[src/rtl/osc_startup_pkg.sv]
package osc_startup_pkg;

    localparam int CNT_W_DEF    = 8;
    localparam int DIV_LOG2_DEF = 3;

    typedef enum logic [1:0] {
        REG_OSC_CTRL = 2'd0,
        REG_IRQ_MASK = 2'd1,
        REG_CLK_SRC  = 2'd2,
        REG_UNUSED   = 2'd3
    } reg_sel_e;

    typedef struct packed {
        logic osc_wr;
        logic mask_wr;
        logic src_wr;
    } wr_decode_t;

    function automatic wr_decode_t decode_write(input logic en, input reg_sel_e sel);
        wr_decode_t d;
        d.osc_wr  = en && (sel == REG_OSC_CTRL);
        d.mask_wr = en && (sel == REG_IRQ_MASK);
        d.src_wr  = en && (sel == REG_CLK_SRC);
        return d;
    endfunction

endpackage

[src/rtl/osc_prescaler.sv]
module osc_prescaler
    import osc_startup_pkg::*;
#(
    parameter int DIV_LOG2 = DIV_LOG2_DEF
) (
    input  logic clk,
    input  logic rst,
    input  logic restart,
    input  logic run,
    output logic tick
);
    localparam logic [DIV_LOG2-1:0] PH_LAST = '1;

    logic [DIV_LOG2-1:0] phase_q;

    always_ff @(posedge clk) begin
        if (rst || restart) begin
            phase_q <= '0;
        end else if (run) begin
            phase_q <= phase_q + 1'b1;
        end
    end

    assign tick = run && !restart && (phase_q == PH_LAST);

    // divided ticks are never back to back
    assert_tick_spacing_R4: assert property (@(posedge clk) disable iff (rst)
        tick |=> !tick);

endmodule

[src/rtl/osc_countdown.sv]
module osc_countdown
    import osc_startup_pkg::*;
#(
    parameter int CNT_W = CNT_W_DEF
) (
    input  logic             clk,
    input  logic             rst,
    input  logic             load,
    input  logic [CNT_W-1:0] load_val,
    input  logic             stop,
    input  logic             tick,
    output logic             active,
    output logic             done
);
    localparam logic [CNT_W-1:0] ONE = 1;

    logic [CNT_W-1:0] cnt_q;
    logic             active_q;
    logic             last_tick;

    assign last_tick = active_q && tick && !load && !stop && (cnt_q <= ONE);

    always_ff @(posedge clk) begin
        if (rst) begin
            cnt_q    <= '0;
            active_q <= 1'b0;
        end else if (load) begin
            cnt_q    <= load_val;
            active_q <= 1'b1;
        end else if (stop) begin
            active_q <= 1'b0;
        end else if (active_q && tick) begin
            if (cnt_q <= ONE) begin
                active_q <= 1'b0;
            end else begin
                cnt_q <= cnt_q - ONE;
            end
        end
    end

    assign active = active_q;
    assign done   = last_tick;

    assert_load_takes_R2: assert property (@(posedge clk) disable iff (rst)
        load |=> (active_q && cnt_q == $past(load_val)));

    assert_stop_halts_R3: assert property (@(posedge clk) disable iff (rst)
        (stop && !load) |=> !active_q);

endmodule

[src/rtl/osc_status.sv]
module osc_status
    import osc_startup_pkg::*;
(
    input  logic clk,
    input  logic rst,
    input  logic osc_wr,
    input  logic osc_bit,
    input  logic done,
    input  logic mask_wr,
    input  logic mask_bit,
    input  logic src_wr,
    input  logic src_bit,
    output logic osc_on,
    output logic stable,
    output logic main_sel,
    output logic irq
);
    logic osc_on_q, stable_q, main_q, mask_q, irq_q;
    logic stable_d, main_d;

    always_comb begin
        stable_d = stable_q;
        if (osc_wr)    stable_d = 1'b0;
        else if (done) stable_d = 1'b1;

        main_d = main_q;
        if (src_wr)    main_d = src_bit && stable_q;
        if (stable_q && !stable_d) main_d = 1'b0;
    end

    always_ff @(posedge clk) begin
        if (rst) begin
            osc_on_q <= 1'b0;
            stable_q <= 1'b0;
            main_q   <= 1'b0;
            mask_q   <= 1'b0;
            irq_q    <= 1'b0;
        end else begin
            if (osc_wr)  osc_on_q <= osc_bit;
            if (mask_wr) mask_q   <= mask_bit;
            stable_q <= stable_d;
            main_q   <= main_d;
            irq_q    <= stable_d && !stable_q && mask_q;
        end
    end

    assign osc_on   = osc_on_q;
    assign stable   = stable_q;
    assign main_sel = main_q;
    assign irq      = irq_q;

    assert_off_clears_R3: assert property (@(posedge clk) disable iff (rst)
        (osc_wr && !osc_bit) |=> (!stable_q && !osc_on_q));

    assert_hold_R5: assert property (@(posedge clk) disable iff (rst)
        (stable_q && !osc_wr) |=> stable_q);

    assert_irq_edge_R7: assert property (@(posedge clk) disable iff (rst)
        irq_q |-> (stable_q && !$past(stable_q)));

    assert_main_needs_stable_R8: assert property (@(posedge clk) disable iff (rst)
        main_q |-> stable_q);

    assert_fall_to_slow_R9: assert property (@(posedge clk) disable iff (rst)
        $fell(stable_q) |-> !main_q);

endmodule

[src/rtl/osc_startup_ctrl.sv]
module osc_startup_ctrl
    import osc_startup_pkg::*;
#(
    parameter int CNT_W    = CNT_W_DEF,
    parameter int DIV_LOG2 = DIV_LOG2_DEF,
    localparam int DATA_W  = CNT_W + 1
) (
    input  logic              clk,
    input  logic              rst,
    input  logic              wr_en,
    input  logic [1:0]        wr_addr,
    input  logic [DATA_W-1:0] wr_data,
    output logic              osc_on_o,
    output logic              osc_stable_o,
    output logic              main_sel_o,
    output logic              irq_o
);
    wr_decode_t       dec;
    logic             flag_bit;
    logic [CNT_W-1:0] count_field;
    logic             start, halt;
    logic             tick, active, done;

    assign dec         = decode_write(wr_en, reg_sel_e'(wr_addr));
    assign flag_bit    = wr_data[0];
    assign count_field = wr_data[CNT_W:1];
    assign start       = dec.osc_wr && flag_bit;
    assign halt        = dec.osc_wr && !flag_bit;

    osc_prescaler #(.DIV_LOG2(DIV_LOG2)) u_presc (
        .clk     (clk),
        .rst     (rst),
        .restart (start),
        .run     (active),
        .tick    (tick)
    );

    osc_countdown #(.CNT_W(CNT_W)) u_count (
        .clk      (clk),
        .rst      (rst),
        .load     (start),
        .load_val (count_field),
        .stop     (halt),
        .tick     (tick),
        .active   (active),
        .done     (done)
    );

    osc_status u_stat (
        .clk      (clk),
        .rst      (rst),
        .osc_wr   (dec.osc_wr),
        .osc_bit  (flag_bit),
        .done     (done),
        .mask_wr  (dec.mask_wr),
        .mask_bit (flag_bit),
        .src_wr   (dec.src_wr),
        .src_bit  (flag_bit),
        .osc_on   (osc_on_o),
        .stable   (osc_stable_o),
        .main_sel (main_sel_o),
        .irq      (irq_o)
    );

    assert_enable_restarts_R6: assert property (@(posedge clk) disable iff (rst)
        start |=> (osc_on_o && !osc_stable_o));

endmodule

[config.mk]
export PLATFORM = sky130hd
export DESIGN_NAME = osc_startup_ctrl
export DESIGN_NICKNAME = d
export VERILOG_FILES = /design/src/rtl/osc_startup_pkg.sv /design/src/rtl/osc_prescaler.sv /design/src/rtl/osc_countdown.sv /design/src/rtl/osc_status.sv /design/src/rtl/osc_startup_ctrl.sv
export SDC_FILE = /design/constraint.sdc
export NUM_CORES = 1
export LEC_CHECK = 0
export ABC_AREA = 1
export BUFFER_PORTS_ARGS = -buffer_cell sky130_fd_sc_hd__clkbuf_2
export CAP_MARGIN = 5
export CORE_ASPECT_RATIO = 1.1
export CORE_UTILIZATION = 38
export CTS_BUF_LIST = sky130_fd_sc_hd__clkbuf_8 sky130_fd_sc_hd__clkbuf_16
export DETAILED_ROUTE_END_ITERATION = 8
export HOLD_SLACK_MARGIN = 0.02
export PLACE_DENSITY_LB_ADDON = 0.08
export RECOVER_POWER = 100
export SETUP_SLACK_MARGIN = 0.05
export SLEW_MARGIN = 10
export SYNTH_ARGS = -nofsm -noshare
export SYNTH_HDL_FRONTEND = slang
export SYNTH_SLANG_ARGS = --single-unit
[constraint.sdc]
create_clock -name clk -period 1.6 [get_ports clk]
set_clock_uncertainty 0.2 [all_clocks]
set_input_delay 0.32 -clock clk [delete_from_list [all_inputs] [get_ports clk]]
set_output_delay 0.32 -clock clk [all_outputs]
set_load 0.05 [all_outputs]
==> results.cfg, run 1 <==
[route]
wl_per_cell_um = 12.3
dr_total_vias = 1018
dr.first_iter.drc_count = 13
ant_nets = 0
postRouteWirelength_mm = 2.51
viasPerCell = 4.99
drt_first_pass_iters = 4
drc = 0

[placed_design]
io_buffers = 17
pre_cts_ws_ns = -0.141
place.gp.congestion = 0.833
post-dp-hpwl_mm = 1.77

[die]
rows = 18
pin_count = 18
die_area_um2 = 2790
coreArea_um2 = 2340
die_y_um = 55.3
start_util_pct = 41.9
fp.dieW_um = 50.5

[synthesis]
synth_cells = 140
ys_warn_count = 0
yosys.area.top_type = dfxtp_1
synth_nets = 158
synth_top_area_share_pct = 34.6
synth_top_cells_by_area = dfxtp_1 (35%), nand2_1 (9.9%), nor2_1 (6.5%)
synth_cell_types = 28
synth.avg_cell_area_um2 = 7.02
ys_seq_elements = 17
synthesis.area_um2 = 982
yosysSeqAreaShare_pct = 34.6

[global_route]
grt_max_degree = 18
grt_pass1_wl_mm = 4.42
grt_overflow = 0
grt_pass1_vias = 1047
track_usage_pct = 20.2
antenna_found_initial = 0

[cells_and_area]
layout_common_cells = nand2_1 (24), clkbuf_2 (16), buf_4 (15)
layout-drive-gt1-share_pct = 43.1
nFillCells = 239
antenna_cells = 0
final_common_cell = nand2_1
area_growth_pct = 38.9
final_nets = 193

[worst_hold_path]
worstHoldEndpoint = u_count.cnt_q[0]
whs_path_depth = 3
holdCritPathClass = in2reg
hp-start = wr_data[1]

[setup_path]
worstSetupStartpoint = u_count.cnt_q[0]
crit_arrival_ns = 1.58
regToRegStartpoint = u_count.cnt_q[0]
crit_chain = buf_6 -> ha_4 -> nor2_1 -> nor2_1 -> nand2_2 -> nand2_4 -> nand2_8 -> o21ai_2 -> nor2_1
cp_max_fo = 8
r2r-end = u_count.cnt_q[2]
slowest_delay_ns = 0.33
critPathRequiredTime_ns = 1.58
end_kind = flop
rr_worst_depth = 9
cp_top_family = simple AND/OR/NAND/NOR gates
r2r_slack_ns = -0.001
worst-path-buf-inv = 1
cp_common_cell = nor2_1
crit_slowest_cell = dfxtp_2
worstSetupPathType = reg2reg
cp-start-kind = flop

[timing]
setup_ws_ns = -0.00117
tightestPinTransition_ns = 0.277
fmax_ghz = 0.625
grt_setup_unrepaired = true
finalMaxSlewViolations = 0
hold_viol = 0
fin_crit_sh_pct = 100
setup-violations-final = 1
fin_crit_ns = 1.60
slew_headroom_pct = 81.5

[clock_network]
htree_num_levels = 1
numCtsBuffers = 3
insertion_delay_ns = 0.25
clk_path_buf_depth = 2
path_clk_slew_ns = 0.07
clkSinkCount = 17
cts_root_buf = clkbuf_8
cts_tree = done

[flow_run]
timing.max_cap.violations = 0

[outcome]
violations = setup timing
status = finished with violations

[pwr]
p_leak_nw = 0.642
vdd_drop_max_mv = 0.763
p_total_mw = 0.972
pwr_density_cell_nw_per_um2 = 713
per-layer routing:
| metal | GRT usage [%] | part of all wire [%] | vias up |
|---|---|---|---|
| li1 | - | - | 522 |
| met5 | 0 | 0 | - |
| met1 | 23.5 | 43 | 475 |
| met4 | 3.57 | 0.68 | 0 |
| met3 | 4.96 | 2.5 | 4 |
| met2 | 36.8 | 54 | 17 |
worst min-delay path, stage by stage:
cell and delay (ns):
clkbuf_2 0.07, o21ai_0 0.07, a21oi_1 0.10
report_power, final:
group	total, mW	internal, mW	switching [mW]	leakage (nW)
sequential	0.445	0.435	0.00994	0.140
combinational	0.202	0.0864	0.116	0.477
clock	0.324	0.173	0.152	0.0255
cells in the mapped netlist:
cell and count:
inv_4 1, inv_1 15, buf_8 1, nor2_2 1, o22ai_1 1, clkbuf_1 1, or2_2 2, nand3_4 1
nor2_4 1, a31oi_1 1, buf_2 1, dfxtp_1 17, nand2_1 26, nor2_1 17, nand3b_1 1, xor2_1 1
a21oi_1 11, o2111ai_1 1, nor3_1 3, nand2_4 3, o21ai_1 2, xnor2_1 1, ha_1 4, nand3_1 12
o21ai_0 8, inv_2 3, nand2_2 3, nor4_1 1
per-stage QoR:
step / hold WS [ns] / TNS, ns / utilization (%) / instance area (um^2) / cells
after CTS: 0.133 / 0 / 56.1 / 1310 / 204
final: 0.152 / -0.00117 / 58.2 / 1360 / 204
after floorplan: 0.229 / 0 / - / 982 / 140
after detailed placement: 0.249 / -0.196 / 49.7 / 1160 / 195
after global placement: 0.246 / -0.114 / 49.7 / 1160 / 195
after global routing: 0.173 / -0.522 / 58.2 / 1360 / 204
state kept, by name, summed over array words and instances, names as in the netlist:
register / cells
u_stat.main_sel: 1
u_stat.osc_on: 1
u_stat.mask_q: 1
u_count.active: 1
u_presc.phase_q: 3
u_stat.stable: 1
u_stat.irq: 1
u_count.cnt_q: 8
area by class of cell:
cell class	count	area, um^2	share of cell area [%]
clock inverter	1	5.00	0.367
sequential	17	345	25.3
multi-input combinational	101	651	47.7
inverter	19	76.3	5.60
timing repair buffer	33	208	15.2
clock buffer	3	41.3	3.03
tap	30	37.5	2.75
repair_timing:
| action | in CTS | in global routing |
|---|---|---|
| pin swaps | 18 | 9 |
| endpoints found under the setup margin | 10 | 10 |
| hold buffers | 0 | 0 |
| buffers inserted | 5 | 0 |
| resized for setup | 22 | 11 |
logic make-up (layout without fill, tap and decap cells):
kind of cell	after synthesis	count (layout)	synth area share (%)
simple gates	71	71	35.7
compound gates	24	24	12.9
buf+inv	22	56	9.93
flops	17	17	34.7
fa+ha+maj	4	4	5.10
xor+xnor	2	2	1.78
worst max-delay path by stage:
stage,to,cells after the start
final,u_count.cnt_q[2],9
after global routing,u_stat.irq,9
after CTS,u_count.cnt_q[6],11
after detailed placement,u_count.cnt_q[6],11
after global placement,u_count.cnt_q[6],11
after floorplan,u_count.cnt_q[6],11
Note: power is estimated with default switching activity, not from simulation.
==> run 2, diff against run 1 <==
--- a/config.mk
+++ b/config.mk
@@ -8,8 +8,10 @@
 export ABC_AREA = 1
 export BUFFER_PORTS_ARGS = -buffer_cell sky130_fd_sc_hd__clkbuf_2
 export CAP_MARGIN = 5
+export CELL_PAD_IN_SITES_DETAIL_PLACEMENT = 0
+export CELL_PAD_IN_SITES_GLOBAL_PLACEMENT = 1
 export CORE_ASPECT_RATIO = 1.1
-export CORE_UTILIZATION = 38
+export CORE_UTILIZATION = 34
 export CTS_BUF_LIST = sky130_fd_sc_hd__clkbuf_8 sky130_fd_sc_hd__clkbuf_16
 export DETAILED_ROUTE_END_ITERATION = 8
 export HOLD_SLACK_MARGIN = 0.02
==> run 2 against run 1 <==
Effect of this change:
- sequential cell count stayed put
- sequential share of layout area is 0.28 points higher
- clock power is 3% higher
- register-to-register slack better by 0.04 ns
- count of clock-buffer cells in the layout stayed put
- die area is 11% higher
- the flow now finishes without violations
- worst hold slack better by 0.0022 ns
- global-route usage is 2.7 points lower
- core utilization is 9.2 points lower
==> results.cfg, run 2 (same netlist as run 1, synthesis figures left out) <==
[outcome]
status = finished clean

[setup_path]
r2r-end = u_count.cnt_q[1]
crit_arrival_ns = 1.55
worstSetupPathType = reg2reg
rr_worst_depth = 8
worst-path-buf-inv = 1
slowest_delay_ns = 0.45
crit_slowest_cell = dfxtp_1
r2r_slack_ns = 0.04
cp_top_family = simple AND/OR/NAND/NOR gates
end_kind = flop
cp-start-kind = flop
critPathRequiredTime_ns = 1.58
crit_chain = inv_1 -> nand2_1 -> nor2_2 -> nand2_2 -> nand2_4 -> nand2_4 -> nand2_1 -> a21oi_1
regToRegStartpoint = u_count.cnt_q[2]
cp_max_fo = 7

[placed_design]
place.gp.congestion = 0.805
post-dp-hpwl_mm = 1.74
dpl.cell_count = 195
io_buffers = 17

[clock_network]
htree_num_levels = 1
path_clk_slew_ns = 0.07
numCtsBuffers = 3
clk_path_buf_depth = 2
clkSinkCount = 17
cts_root_buf = clkbuf_8
hold_buffers = 0
insertion_delay_ns = 0.25
cts_tree = done

[worst_hold_path]
hp-start = wr_data[1]
whs_path_depth = 3
worstHoldEndpoint = u_count.cnt_q[0]
holdCritPathClass = in2reg

[global_route]
grt_pass1_wl_mm = 3.97
grt_max_degree = 18
antenna_found_initial = 0
grt_pass1_vias = 912
track_usage_pct = 17.5
grt_overflow = 0

[timing]
slew_headroom_pct = 81.9
hold_viol = 0
setup-violations-final = 0
tightestPinTransition_ns = 0.271
holdWs_ns = 0.154
fmax_ghz = 0.639
final.setup.tns_ns = 0
fin_crit_ns = 1.56
fin_crit_sh_pct = 97.8
finalMaxSlewViolations = 0
grt_setup_unrepaired = true

[pwr]
p_leak_nw = 0.626
netSwitchingFraction_pct = 29.2
combPwrFrac_pct = 20.0
intPower_mw = 0.690
pwr-share-seq_pct = 45.7
clkPwrFrac_pct = 34.3
pwr_density_cell_nw_per_um2 = 723
p_total_mw = 0.975
vdd_drop_max_mv = 0.459
p_sw_mw = 0.285

[cells_and_area]
top_register = u_count.cnt_q
final_cell_count_no_fill = 205
nFillCells = 299
largestRegisters = u_count.cnt_q: 8 flops, u_presc.phase_q: 3 flops
utilization_pct = 49.0
layout-drive-gt1-share_pct = 41.3
largest_reg_flops = 8
layout_common_cells = nand2_1 (25), clkbuf_2 (16), dfxtp_1 (13)
final_common_cell = nand2_1
final_nets = 191
area_growth_pct = 37.3
antenna_cells = 0

[route]
dr.first_iter.drc_count = 31
viasPerCell = 4.84
postRouteWirelength_mm = 2.54
ant_nets = 0
drc = 0
wl_per_cell_um = 12.4
dr_total_vias = 992
drt_first_pass_iters = 4

[flow_run]
timing.max_cap.violations = 0

[die]
fp.dieW_um = 53.2
die_y_um = 58.4
die_area_um2 = 3110
rows = 20
start_util_pct = 35.7
coreArea_um2 = 2750
pin_count = 18
[run 2: what timing repair did]
item | in CTS | in global routing
cloned | 0 | 0
gates resized for setup | 16 | 17
buffers inserted | 3 | 3
endpoints found under the setup margin | 11 | 11
pin swaps | 15 | 18
[run 2: layout make-up]
class                           instances  area (um^2)  share of cell area, %
Sequential cell                        17          345                   25.6
Inverter                               19         76.3                   5.66
Tap cell                               33         41.3                   3.06
Multi-Input combinational cell        101          643                   47.7
Clock buffer                            3         41.3                   3.06
Clock inverter                          1         5.00                  0.371
Timing Repair Buffer                   31          196                   14.6
[run 2: per-stage QoR]
step / instance area (um^2) / setup slack, ns
floorplan: 982 / 0.0927
finish: 1350 / 0.0350
global route: 1350 / -0.0686
detailed placement: 1140 / -0.179
CTS: 1260 / 0.0316
global placement: 1140 / -0.161
[run 2: power groups by stage]
| stage | Clock, mW | Sequential [mW] | Combinational (mW) |
|---|---|---|---|
| final | 0.335 | 0.445 | 0.195 |
| after CTS | 0.340 | 0.444 | 0.180 |
| after detailed placement | 0 | 0.452 | 0.164 |
| after global placement | 0 | 0.453 | 0.164 |
| after floorplan | 0 | 0.455 | 0.101 |
| after global routing | 0.367 | 0.446 | 0.215 |
[run 2: worst max-delay path by stage]
stage | depth (start not counted) | startpoint | slack, ns | end
after detailed placement | 11 | u_count.cnt_q[1] | -0.18 | u_count.cnt_q[6]
after floorplan | 11 | u_count.cnt_q[0] | 0.09 | u_count.cnt_q[6]
after global placement | 11 | u_count.cnt_q[0] | -0.16 | u_count.cnt_q[6]
after global routing | 8 | u_count.cnt_q[2] | -0.07 | u_count.cnt_q[5]
after CTS | 9 | u_count.cnt_q[0] | 0.03 | u_count.cnt_q[2]
final | 8 | u_count.cnt_q[2] | 0.04 | u_count.cnt_q[1]
[run 2: worst min-delay path: cells and delay by family]
kind / cells / cell delay [ns]
compound gates: 2 / 0.19
buf+inv: 1 / 0.07
[run 2: routing by layer]
metal / up-vias / track usage (%) / wire length (um)
met1: 457 / 21.0 / 1140
met5: - / 0 / 0
met4: 0 / 7.89 / 35
met3: 4 / 2.33 / 69
met2: 16 / 30.4 / 1290
li1: 515 / - / -
